File: src/rtl/kbd_port_pkg.sv
package kbd_port_pkg;
  localparam int unsigned BUS_AW    = 16;
  localparam int unsigned BUS_DW    = 16;
  localparam int unsigned KEY_W     = 8;
  localparam logic [15:0] STAT_ADR  = 16'hFE00;
  localparam logic [15:0] DATA_ADR  = 16'hFE02;
  localparam int unsigned RDY_POS   = 15;
  localparam int unsigned IEN_POS   = 14;
endpackage

File: src/rtl/kbd_rst_sync.sv
module kbd_rst_sync #(
  parameter int unsigned STAGES = 2
) (
  input  logic clk,
  input  logic rst_in_n,
  output logic rst_out_n
);
  logic [STAGES-1:0] sync_q;

  always_ff @(posedge clk or negedge rst_in_n) begin
    if (!rst_in_n) sync_q <= '0;
    else           sync_q <= {sync_q[STAGES-2:0], 1'b1};
  end

  assign rst_out_n = sync_q[STAGES-1];
endmodule

File: src/rtl/kbd_addr_decode.sv
module kbd_addr_decode #(
  parameter int unsigned    AW       = 16,
  parameter logic [AW-1:0]  STAT_A   = '0,
  parameter logic [AW-1:0]  DATA_A   = '0
) (
  input  logic [AW-1:0] addr,
  input  logic          rd,
  input  logic          wr,
  output logic          sel_stat,
  output logic          sel_data,
  output logic          data_rd,
  output logic          stat_wr
);
  always_comb begin
    sel_stat = (addr == STAT_A);
    sel_data = (addr == DATA_A);
    data_rd  = rd & sel_data;
    stat_wr  = wr & sel_stat;
  end
endmodule

File: src/rtl/kbd_capture.sv
module kbd_capture #(
  parameter int unsigned CW = 8
) (
  input  logic          clk,
  input  logic          rst_n,
  input  logic          key_valid,
  input  logic [CW-1:0] key_code,
  input  logic          data_rd,
  output logic          ready,
  output logic [CW-1:0] data
);
  logic          ready_q, ready_d;
  logic [CW-1:0] data_q, data_d;
  logic          held_q, held_d;
  logic [CW-1:0] held_code_q, held_code_d;
  logic          data_en, held_en;

  always_comb begin
    ready_d     = ready_q;
    data_d      = data_q;
    held_d      = held_q;
    held_code_d = held_code_q;
    data_en     = 1'b0;
    held_en     = 1'b0;
    if (ready_q) begin
      if (data_rd) begin
        ready_d = 1'b0;
        if (key_valid) begin
          held_d      = 1'b1;
          held_code_d = key_code;
          held_en     = 1'b1;
        end
      end
    end else if (held_q) begin
      ready_d = 1'b1;
      data_d  = held_code_q;
      data_en = 1'b1;
      held_d  = 1'b0;
    end else if (key_valid) begin
      ready_d = 1'b1;
      data_d  = key_code;
      data_en = 1'b1;
    end
  end

  always_ff @(posedge clk or negedge rst_n) begin
    if (!rst_n) begin
      ready_q     <= 1'b0;
      data_q      <= '0;
      held_q      <= 1'b0;
      held_code_q <= '0;
    end else begin
      ready_q <= ready_d;
      held_q  <= held_d;
      if (data_en) data_q      <= data_d;
      if (held_en) held_code_q <= held_code_d;
    end
  end

  assign ready = ready_q;
  assign data  = data_q;


  accept_chk: assert property (@(posedge clk) disable iff (!rst_n)
    (!ready_q && !held_q && key_valid) |=> (ready_q && data_q == $past(key_code)));


  lockout_chk: assert property (@(posedge clk) disable iff (!rst_n)
    (ready_q && !data_rd) |=> (ready_q && $stable(data_q)));


  clear_chk: assert property (@(posedge clk) disable iff (!rst_n)
    (ready_q && data_rd) |=> !ready_q);


  collide_chk: assert property (@(posedge clk) disable iff (!rst_n)
    (ready_q && data_rd && key_valid) |=> (!ready_q ##1 ready_q));
endmodule

File: src/rtl/kbd_ctrl.sv
module kbd_ctrl (
  input  logic clk,
  input  logic rst_n,
  input  logic stat_wr,
  input  logic wr_ien,
  input  logic ready,
  output logic ien,
  output logic irq
);
  logic ien_q, ien_d;

  always_comb begin
    ien_d = ien_q;
    if (stat_wr) ien_d = wr_ien;
  end

  always_ff @(posedge clk or negedge rst_n) begin
    if (!rst_n) ien_q <= 1'b0;
    else        ien_q <= ien_d;
  end

  assign ien = ien_q;
  assign irq = ready & ien_q;


  ien_hold_chk: assert property (@(posedge clk) disable iff (!rst_n)
    !stat_wr |=> $stable(ien_q));


  ien_load_chk: assert property (@(posedge clk) disable iff (!rst_n)
    stat_wr |=> (ien_q == $past(wr_ien)));
endmodule

File: src/rtl/kbd_port.sv
module kbd_port
  import kbd_port_pkg::*;
#(
  parameter int unsigned   AW      = BUS_AW,
  parameter int unsigned   DW      = BUS_DW,
  parameter int unsigned   CW      = KEY_W,
  parameter logic [AW-1:0] STAT_A  = STAT_ADR,
  parameter logic [AW-1:0] DATA_A  = DATA_ADR,
  parameter int unsigned   RDY_B   = RDY_POS,
  parameter int unsigned   IEN_B   = IEN_POS
) (
  input  logic          clk,
  input  logic          rst_n,
  input  logic          key_valid,
  input  logic [CW-1:0] key_code,
  input  logic [AW-1:0] bus_addr,
  input  logic          bus_rd,
  input  logic          bus_wr,
  input  logic [DW-1:0] bus_wdata,
  output logic [DW-1:0] bus_rdata,
  output logic          irq
);
  logic          rst_sn;
  logic          sel_stat, sel_data, data_rd, stat_wr;
  logic          ready, ien;
  logic [CW-1:0] data;
  logic          wdata_unused;

  assign wdata_unused = ^bus_wdata;

  kbd_rst_sync #(.STAGES(2)) u_rst (
    .clk       (clk),
    .rst_in_n  (rst_n),
    .rst_out_n (rst_sn)
  );

  kbd_addr_decode #(.AW(AW), .STAT_A(STAT_A), .DATA_A(DATA_A)) u_dec (
    .addr     (bus_addr),
    .rd       (bus_rd),
    .wr       (bus_wr),
    .sel_stat (sel_stat),
    .sel_data (sel_data),
    .data_rd  (data_rd),
    .stat_wr  (stat_wr)
  );

  kbd_capture #(.CW(CW)) u_cap (
    .clk       (clk),
    .rst_n     (rst_sn),
    .key_valid (key_valid),
    .key_code  (key_code),
    .data_rd   (data_rd),
    .ready     (ready),
    .data      (data)
  );

  kbd_ctrl u_ctrl (
    .clk     (clk),
    .rst_n   (rst_sn),
    .stat_wr (stat_wr),
    .wr_ien  (bus_wdata[IEN_B]),
    .ready   (ready),
    .ien     (ien),
    .irq     (irq)
  );

  always_comb begin
    bus_rdata = '0;
    if (bus_rd) begin
      if (sel_stat) begin
        bus_rdata[RDY_B] = ready;
        bus_rdata[IEN_B] = ien;
      end else if (sel_data) begin
        bus_rdata[CW-1:0] = data;
      end
    end
  end


  stat_read_chk: assert property (@(posedge clk) disable iff (!rst_sn)
    (bus_rd && sel_stat && ready) |=> ready);


  irq_rise_chk: assert property (@(posedge clk) disable iff (!rst_sn)
    (stat_wr && bus_wdata[IEN_B] && ready && !data_rd) |=> irq);
endmodule

File: config.mk
export PLATFORM = sky130hd
export DESIGN_NAME = kbd_port
export DESIGN_NICKNAME = d
export VERILOG_FILES = /design/src/rtl/kbd_port_pkg.sv /design/src/rtl/kbd_rst_sync.sv /design/src/rtl/kbd_addr_decode.sv /design/src/rtl/kbd_capture.sv /design/src/rtl/kbd_ctrl.sv /design/src/rtl/kbd_port.sv
export SDC_FILE = /design/constraint.sdc
export NUM_CORES = 1
export LEC_CHECK = 0
export BUFFER_PORTS_ARGS = -buffer_cell sky130_fd_sc_hd__buf_2
export CAP_MARGIN = 0
export CORE_UTILIZATION = 30
export CTS_CLUSTER_SIZE = 12
export DETAILED_ROUTE_END_ITERATION = 6
export HOLD_SLACK_MARGIN = 0.08
export PLACE_DENSITY_LB_ADDON = 0.2
export SKIP_LAST_GASP = 1
export SYNTH_ARGS = -nofsm -noshare
export SYNTH_HDL_FRONTEND = slang
export SYNTH_SLANG_ARGS = --single-unit
export TNS_END_PERCENT = 10
File: constraint.sdc
create_clock -name clk -period 2.63 [get_ports clk]
set_clock_uncertainty 0.15 [all_clocks]
set_input_delay 0.526 -clock clk [delete_from_list [all_inputs] [get_ports clk]]
set_output_delay 0.526 -clock clk [all_outputs]
set_load 0.03 [all_outputs]
==> results.cfg, run 1 <==
[run]
drv_cap = 0

[cts]
cts_buffers = 3
clock_latency_ps = 300
clk_root_buffer_cell = clkbuf_4
tritoncts = yes
clk_pin_slew_ps = 110
htreeDepth = 1
cts_max_path_buffers = 2
numClockSinks = 21

[grt]
grt_pass1_wl_mm = 3.28
grt_pass1_vias = 744
antenna_found_initial = 0
grt.total_usage_pct = 12.6
gr-total-overflow = 0
grt_start_max_net_pins = 20

[yosys]
synth.distinct_cells = 19
yosysMostFrequentCell = dfrtp_1
synthCells = 91
synth_ff_type = dfrtp_1
synth_commonest_cells = 21 x dfrtp_1, 10 x and2_1, 10 x nand2_1
synthTopCellsByArea = dfrtp_1 52%, mux2_2 9.9%, mux2i_1 7.9%
synth_warnings = 0
synth_edf_count = 0
synth-seq-cells = 21
syn_avg_cell_area_sq_um = 11.2
syn_area_sq_um = 1020
synth_top_area_share_pct = 51.5
async_flop_share_pct = 100
synth_area_leader_cell = dfrtp_1
yosysSeqAreaShare_pct = 51.5

[critical_path]
worstSetupEndpointType = output port
ff2ff_path_depth = 3
crit_path_start_kind = input pin
critPathMaxFanout = 10
crit_type = input pin to output port
cp.arrival_ps = 1780
cp_data_required_time_ps = 1950

[sta]
finalSetupTns_ps = 0
timing.final.crit_period_ps = 2460
worstMarginPinSlew_ps = 751
setup-violations-final = 0
holdWs_ps = 166
fin_crit_sh_pct = 93.5
rsz0062_at_grt = false
slew-limit-headroom_pct = 49.9
slew_violations = 0
max_freq_mhz = 406
hold_viol = 0

[worst_hold_path]
hp-class = flop to async pin

[layout]
final_util_pct = 42.4
final_cell_count_no_fill = 182
drive_gt1_share_pct = 43.5
area_growth_pct = 30.1
nets = 184
antenna_cells = 0

[outcome]
outcome = finished clean

[floorplan]
start_util_pct = 32.6
coreArea_sq_um = 3130
die_x_um = 60.3
die_area_sq_um = 3640
die_h_um = 60.3
row_count = 20
ios = 62

[routing]
drcViolationCount = 0
vias_per_cell = 4.30
wl_mm = 1.97
antenna_left = 0
wl_per_cell_um = 10.8
vias = 783
wl_met1_um = 860
drtIter0Drc = 2
wl_met2_um = 995
wl_met3_um = 96
firstDrtPassIters = 2
highest_layer = met4

[place]
dp_hpwl_mm = 1.55
numPortBuffers = 40
gp_congestion = 0.722
dpl.cell_count = 177

[power_and_ir_drop]
vdd_drop_max_mv = 0.255
p_leak_nw = 0.687
power_density_nw_per_um2 = 399
worst max-delay path, cell delays in order:
cell and delay [ps]:
buf_2 100, nor4_2 240, nand4_1 180, nor3_2 200, buf_4 180, and2_1 150
buf_2 200
per-stage QoR:
stage / cell area, sq um / total power, mW / setup slack (ps)
after floorplan: 1040 / 0.361 / 73.1
after global placement: 1280 / 0.379 / 141
after detailed placement: 1280 / 0.380 / 150
after CTS: 1320 / 0.536 / 134
after global routing: 1330 / 0.552 / 30.7
final: 1330 / 0.529 / 170
power breakdown:
group	total [mW]	switching [mW]	leakage [nW]	internal (mW)
logic	0.0447	0.0238	0.388	0.0209
clock network	0.154	0.0945	0.0150	0.0591
registers	0.331	0.00584	0.284	0.325
total	0.529	0.124	0.687	0.405
layer usage:
metal / vias to the layer above / global-route usage, %
met4: 0 / 5.98
li1: 394 / -
met3: 4 / 3.25
met2: 19 / 20.7
met5: - / 0
met1: 366 / 15.2
path summary, 6_finish.rpt:
path,start,end,slack (ps)
max reg2reg,u_cap.held_q$_DFFE_PN0P_,u_cap.data[4]$_DFFE_PN0P_,990
max in group asynchronous,u_rst.sync_q[1]$_DFF_PN0_,u_cap.held_code_q[5]$_DFFE_PN0P_,1700
min reg2reg,u_rst.sync_q[1]$_DFF_PN0_,u_cap.held_code_q[7]$_DFFE_PN0P_,170
max,bus_addr[0],bus_rdata[3],170
min,u_rst.sync_q[1]$_DFF_PN0_,u_cap.held_code_q[7]$_DFFE_PN0P_,170
min in group clk,u_rst.sync_q[0]$_DFF_PN0_,u_rst.sync_q[1]$_DFF_PN0_,210
logic make-up (layout without fill, tap and decap cells):
logic type	after synthesis	in the layout	share of synthesized area [%]
flip-flops	21	21	51.5
other	2	7	0.736
multiplexers	17	17	17.8
AO/OA/AOI/OAI	11	11	5.77
buffers and inverters	10	52	5.89
AND/OR/NAND/NOR	30	30	18.3
sequential cells by signal (all words and copies together) (netlist names):
register,cells
u_cap.data,8
u_rst.sync_q,2
u_cap.ready,1
u_cap.held_code_q,8
u_ctrl.ien,1
u_cap.held_q,1
cell type report:
class,count,area (sq um)
Inverter,2,7.51
Multi-Input combinational cell,65,464
Clock buffer,4,26.3
Tap cell,44,55.1
Sequential cell,21,526
Timing Repair Buffer,46,248
Fill cell,337,1800
cell usage in the layout (no fill, tap or decap):
master         instances
clkbuf_1               1
conb_1                 7
and4b_1                2
and2_1                10
inv_1                  2
nor4b_4                1
nor4_2                 1
mux2_2                 9
buf_2                 40
and4_1                 1
nand2_1               10
clkbuf_4               3
dlygate4sd3_1          1
o21ai_1                1
nor4_1                 2
o21ai_0                9
nor3_2                 1
nor2_1                 1
nand4_1                1
mux2i_1                8
a22o_1                 1
dfrtp_1               21
buf_4                  5
what timing repair did:
| action | CTS | global route |
|---|---|---|
| hold buffers | 1 | 0 |
| endpoints found under the setup margin | 0 | 8 |
| hold endpoints to repair | 2 | 0 |
| setup buffers | 0 | 0 |
| resized for setup | 0 | 2 |
(Power assumes the default switching activity.)
==> run 2, diff against run 1 <==
--- a/config.mk
+++ b/config.mk
@@ -11,7 +11,7 @@
 export CTS_CLUSTER_SIZE = 12
 export DETAILED_ROUTE_END_ITERATION = 6
 export HOLD_SLACK_MARGIN = 0.08
-export PLACE_DENSITY_LB_ADDON = 0.2
+export PLACE_DENSITY = 0.61
 export SKIP_LAST_GASP = 1
 export SYNTH_ARGS = -nofsm -noshare
 export SYNTH_HDL_FRONTEND = slang
==> run 2 against run 1 <==
Against the previous run:
- first-iteration DRC count increased to 2.5 times the previous value
- total power decreased by 0.94%
- clock power decreased by 3%
- worst hold slack got worse by 13 ps
- sequential share of layout area increased by 0.15 points
- cell count unchanged
- die area unchanged
- non-clock buffer count unchanged
- critical path depth unchanged
- design area decreased by 0.38%
- wire length decreased by 2.2%
- critical endpoint is now bus_rdata[2]
- highest routed layer unchanged
==> results.cfg, run 2 (synthesis results as in run 1) <==
[layout]
drive_gt1_share_pct = 42.8
final_cell_area_sq_um = 1320
final_cell_mix = 40 x buf_2, 21 x dfrtp_1, 10 x nand2_1, 10 x and2_1
final_util_pct = 42.2
area_growth_pct = 29.6
nets = 184
final_cell_count_no_fill = 182
final_common_cell = buf_2
antenna_cells = 0

[floorplan]
row_count = 20
die_h_um = 60.3
die_area_sq_um = 3640
coreArea_sq_um = 3130
die_x_um = 60.3
ios = 62
start_util_pct = 32.6

[routing]
firstDrtPassIters = 2
vias = 795
wl_per_cell_um = 10.6
wl_mm = 1.93
vias_per_cell = 4.37
drcViolationCount = 0
drtIter0Drc = 5
antenna_left = 0

[critical_path]
crit_type = input pin to output port
worstSetupEndpointType = output port
cp.arrival_ps = 1770
cp_data_required_time_ps = 1950
crit_path_start_kind = input pin
critPathMaxFanout = 10

[cts]
clk_pin_slew_ps = 110
htreeDepth = 1
clock_latency_ps = 300
numClockSinks = 21
post-cts-setup-buffer-count = 0
clk_root_buffer_cell = clkbuf_4
cts_max_path_buffers = 2
cts_buffers = 3
tritoncts = yes

[power_and_ir_drop]
p_clk_share_pct = 28.4
power_density_nw_per_um2 = 397
seqPwrFrac_pct = 63.1
vdd_drop_max_mv = 0.299
p_leak_nw = 0.687
finalPower_uw = 524
pwr-share-comb_pct = 8.6
internal_power_uw = 405
swShare_pct = 22.7
p_switching_uw = 119

[worst_hold_path]
hp-class = flop to async pin

[sta]
finalSetupTns_ps = 0
max_freq_mhz = 409
worst_slack_ps = 187
hold_viol = 0
rsz0062_at_grt = false
fin_crit_sh_pct = 92.9
setup-violations-final = 0
holdWs_ps = 153
worstMarginPinSlew_ps = 732
slew_violations = 0
slew-limit-headroom_pct = 51.2
timing.final.crit_period_ps = 2440

[place]
dp_hpwl_mm = 1.55
pre_cts_ws_ps = 173
numPortBuffers = 40
dpl.cell_count = 177
gp_congestion = 0.748
placed_area_sq_um = 1280

[grt]
grt.total_usage_pct = 12.5
antenna_found_initial = 0
grt_pass1_vias = 794
grt_pass1_wl_mm = 3.31
grt_start_max_net_pins = 20
gr-total-overflow = 0

[run]
drv_cap = 0

[outcome]
outcome = finished clean
==> run 2: worst max-delay path, stage by stage <==
cell     delay (ps)
buf_2           100
nor4_2          240
nand4_1         160
nor3_1          200
buf_4           190
and2_1          150
buf_2           200
==> run 2: repair_timing <==
action	in CTS	in global routing
resized for setup	0	1
hold buffers	1	0
endpoints found under the hold margin	2	0
setup endpoints to repair	0	1
==> run 2: metal layers <==
metal | part of all wire, % | wire [um] | GRT usage, %
met1 | 42 | 804 | 14.0
met2 | 52 | 1010 | 22.0
met3 | 5.3 | 102 | 4.76
met4 | 0.67 | 13 | 3.32
met5 | 0 | 0 | 0
==> run 2: final cells by class <==
type,instances,area [sq um]
Clock buffer,4,26.3
Inverter,2,7.51
Sequential cell,21,526
Multi-Input combinational cell,65,459
Fill cell,329,1810
Tap cell,44,55.1
Timing Repair Buffer,46,248
==> run 2: path summary, 6_finish.rpt <==
| check | from | to | slack [ps] | cells after the start |
|---|---|---|---|---|
| worst max register to register | u_cap.ready$_DFF_PN0_ | u_cap.held_code_q[6]$_DFFE_PN0P_ | 1070 | 4 |
| worst min-delay path | u_rst.sync_q[1]$_DFF_PN0_ | u_cap.data[2]$_DFFE_PN0P_ | 150 | 0 |
| max in group asynchronous | u_rst.sync_q[1]$_DFF_PN0_ | u_cap.held_code_q[2]$_DFFE_PN0P_ | 1710 | 0 |
| worst max-delay path | bus_addr[0] | bus_rdata[2] | 190 | 7 |
| min in group clk | u_rst.sync_q[0]$_DFF_PN0_ | u_rst.sync_q[1]$_DFF_PN0_ | 220 | 0 |
| worst min register to register | u_rst.sync_q[1]$_DFF_PN0_ | u_cap.data[2]$_DFFE_PN0P_ | 150 | 0 |
==> run 2: power groups by stage <==
stage                     clock network, mW  logic, mW  registers (mW)
after floorplan                           0     0.0256           0.336
after global placement                    0     0.0417           0.337
after detailed placement                  0     0.0431           0.338
after CTS                             0.159     0.0443           0.331
after global routing                  0.173     0.0506           0.332
final                                 0.149     0.0449           0.330
==> run 3, diff against run 2 <==
--- a/config.mk
+++ b/config.mk
@@ -5,13 +5,13 @@
 export SDC_FILE = /design/constraint.sdc
 export NUM_CORES = 1
 export LEC_CHECK = 0
-export BUFFER_PORTS_ARGS = -buffer_cell sky130_fd_sc_hd__buf_2
 export CAP_MARGIN = 0
 export CORE_UTILIZATION = 30
 export CTS_CLUSTER_SIZE = 12
 export DETAILED_ROUTE_END_ITERATION = 6
+export DONT_BUFFER_PORTS = 1
 export HOLD_SLACK_MARGIN = 0.08
-export PLACE_DENSITY = 0.61
+export PLACE_DENSITY = 0.46
 export SKIP_LAST_GASP = 1
 export SYNTH_ARGS = -nofsm -noshare
 export SYNTH_HDL_FRONTEND = slang
==> run 3 against run 2 <==
Against the previous run:
- design area fell by 12%
- utilization is 4.9 points lower
- highest routed layer unchanged
- critical endpoint is now bus_rdata[7]
- register-to-register slack lost 50 ps
- non-clock buffer count decreased by 33
- largest power group unchanged
- sequential cell count unchanged
- cell count shrank 18%
==> results.cfg, run 3 (synthesis results as in run 1) <==
[critical_path]
cp_cell_sequence = nor4_1 -> nand2_1 -> nor3_1 -> buf_4 -> and2_1 -> buf_4
worstSetupEndpointType = output port
crit_path_start_kind = input pin
worst-path-buf-inv = 2
cp.arrival_ps = 1670
crit_type = input pin to output port
max_stage_delay_ps = 260
cp_top_family = simple AND/OR/NAND/NOR gates
cp_slowest_cell = nor4_1
critPathMaxFanout = 10
crit_top_cell = buf_4
cp_data_required_time_ps = 1950

[routing]
vias_per_cell = 4.50
drcViolationCount = 0
wl_mm = 1.95
vias = 670
antenna_left = 0
drtIter0Drc = 5
wl_per_cell_um = 13.1
firstDrtPassIters = 3

[sta]
slew_violations = 0
timing.final.crit_period_ps = 2340
worst_slack_ps = 286
rsz0062_at_grt = false
fin_crit_sh_pct = 89.1
slew-limit-headroom_pct = 48.2
max_freq_mhz = 427
finalSetupTns_ps = 0
setup-violations-final = 0
worstMarginPinSlew_ps = 777
hold_viol = 0

[place]
dp_hpwl_mm = 1.45
numPortBuffers = 0
pre_cts_ws_ps = 279
placed_area_sq_um = 1130
gp_congestion = 0.702

[power_and_ir_drop]
pwr-share-comb_pct = 4.2
p_switching_uw = 123
p_leak_nw = 0.553
swShare_pct = 24.1
internal_power_uw = 387
vdd_drop_max_mv = 0.229
p_clk_share_pct = 31.0
seqPwrFrac_pct = 64.8
power_density_nw_per_um2 = 437
finalPower_uw = 511

[grt]
antenna_found_initial = 0
grt.total_usage_pct = 12.1
grt_pass1_vias = 666
gr-total-overflow = 0
grt_pass1_wl_mm = 3.10
grt_start_max_net_pins = 20

[cts]
htreeDepth = 1
tritoncts = yes
cts_resized = 0
clk_root_buffer_cell = clkbuf_4
post-cts-setup-buffer-count = 0
numClockSinks = 21
clk_pin_slew_ps = 130
cts_max_path_buffers = 2
clock_latency_ps = 310
cts_buffers = 3

[floorplan]
coreArea_sq_um = 3130
ios = 62
die_h_um = 60.3
start_util_pct = 32.6
die_area_sq_um = 3640
row_count = 20
die_x_um = 60.3

[layout]
multi_input_area_sq_um = 453
area_growth_pct = 14.6
fill_cells = 331
final_common_cell = dfrtp_1
nets = 151
final_cell_area_sq_um = 1170
regArea_sq_um = 526
final_cell_mix = 21 x dfrtp_1, 12 x buf_4, 10 x nand2_1, 10 x and2_1
drive_gt1_share_pct = 24.8
antenna_cells = 0

[run]
drv_cap = 0

[worst_hold_path]
hp-class = flop to async pin

[outcome]
outcome = finished clean
[run 3: cell types whose count changed in the layout (fill, tap and decap cells not counted)]
cell	before	now
buf_2	40	0
buf_4	5	12
clkbuf_1	1	0
clkinv_2	0	1
nor4_1	2	3
nor4_2	1	0
[run 3: worst paths after layout]
| kind | startpoint | endpoint | slack, ps | cells after the start |
|---|---|---|---|---|
| worst max-delay path | bus_addr[4] | bus_rdata[7] | 290 | 6 |
| worst min-delay path | u_rst.sync_q[1]$_DFF_PN0_ | u_cap.data[2]$_DFFE_PN0P_ | 180 | 0 |
| worst max register to register | u_cap.ready$_DFF_PN0_ | u_cap.held_code_q[6]$_DFFE_PN0P_ | 1020 | 4 |
| worst min register to register | u_rst.sync_q[1]$_DFF_PN0_ | u_cap.data[2]$_DFFE_PN0P_ | 180 | 0 |
| max in group asynchronous | u_rst.sync_q[1]$_DFF_PN0_ | u_cap.held_code_q[0]$_DFFE_PN0P_ | 1660 | 0 |
| min in group clk | key_code[1] | u_cap.held_code_q[1]$_DFFE_PN0P_ | 210 | 1 |
[run 3: cell type report]
class                      instances  area share (%)
clock inverter                     1           0.428
sequential                        21            45.0
clock buffer                       3            1.93
timing repair buffer              13            8.57
tap                               44            4.71
inverter                           2           0.642
multi-input combinational         65            38.8
[run 3: timing repair]
action	4_1_cts	5_1_grt
setup endpoints to repair	0	0
endpoints found under the hold margin	2	0
hold buffers	1	0
[run 3: power groups by stage]
| stage | registers (mW) | logic [mW] | clock network, mW |
|---|---|---|---|
| global placement | 0.338 | 0.0197 | 0 |
| floorplan | 0.336 | 0.0256 | 0 |
| detailed placement | 0.338 | 0.0198 | 0 |
| finish | 0.331 | 0.0214 | 0.158 |
| CTS | 0.331 | 0.0215 | 0.168 |
| global route | 0.333 | 0.0240 | 0.184 |
[run 3: per-stage QoR]
step	util, %	hold WS [ps]	cells
floorplan	-	80.4	96
global placement	36.2	80.5	144
detailed placement	36.2	80.5	144
CTS	37.4	192	149
global route	37.4	180	149
finish	37.4	181	149
[run 3: per-layer routing]
layer	vias up	part of all wire, %	global-route usage (%)
li1	329	-	-
met1	323	45	16.0
met2	16	50	17.7
met3	2	4.6	3.03
met4	0	0.72	6.98
met5	-	0	0
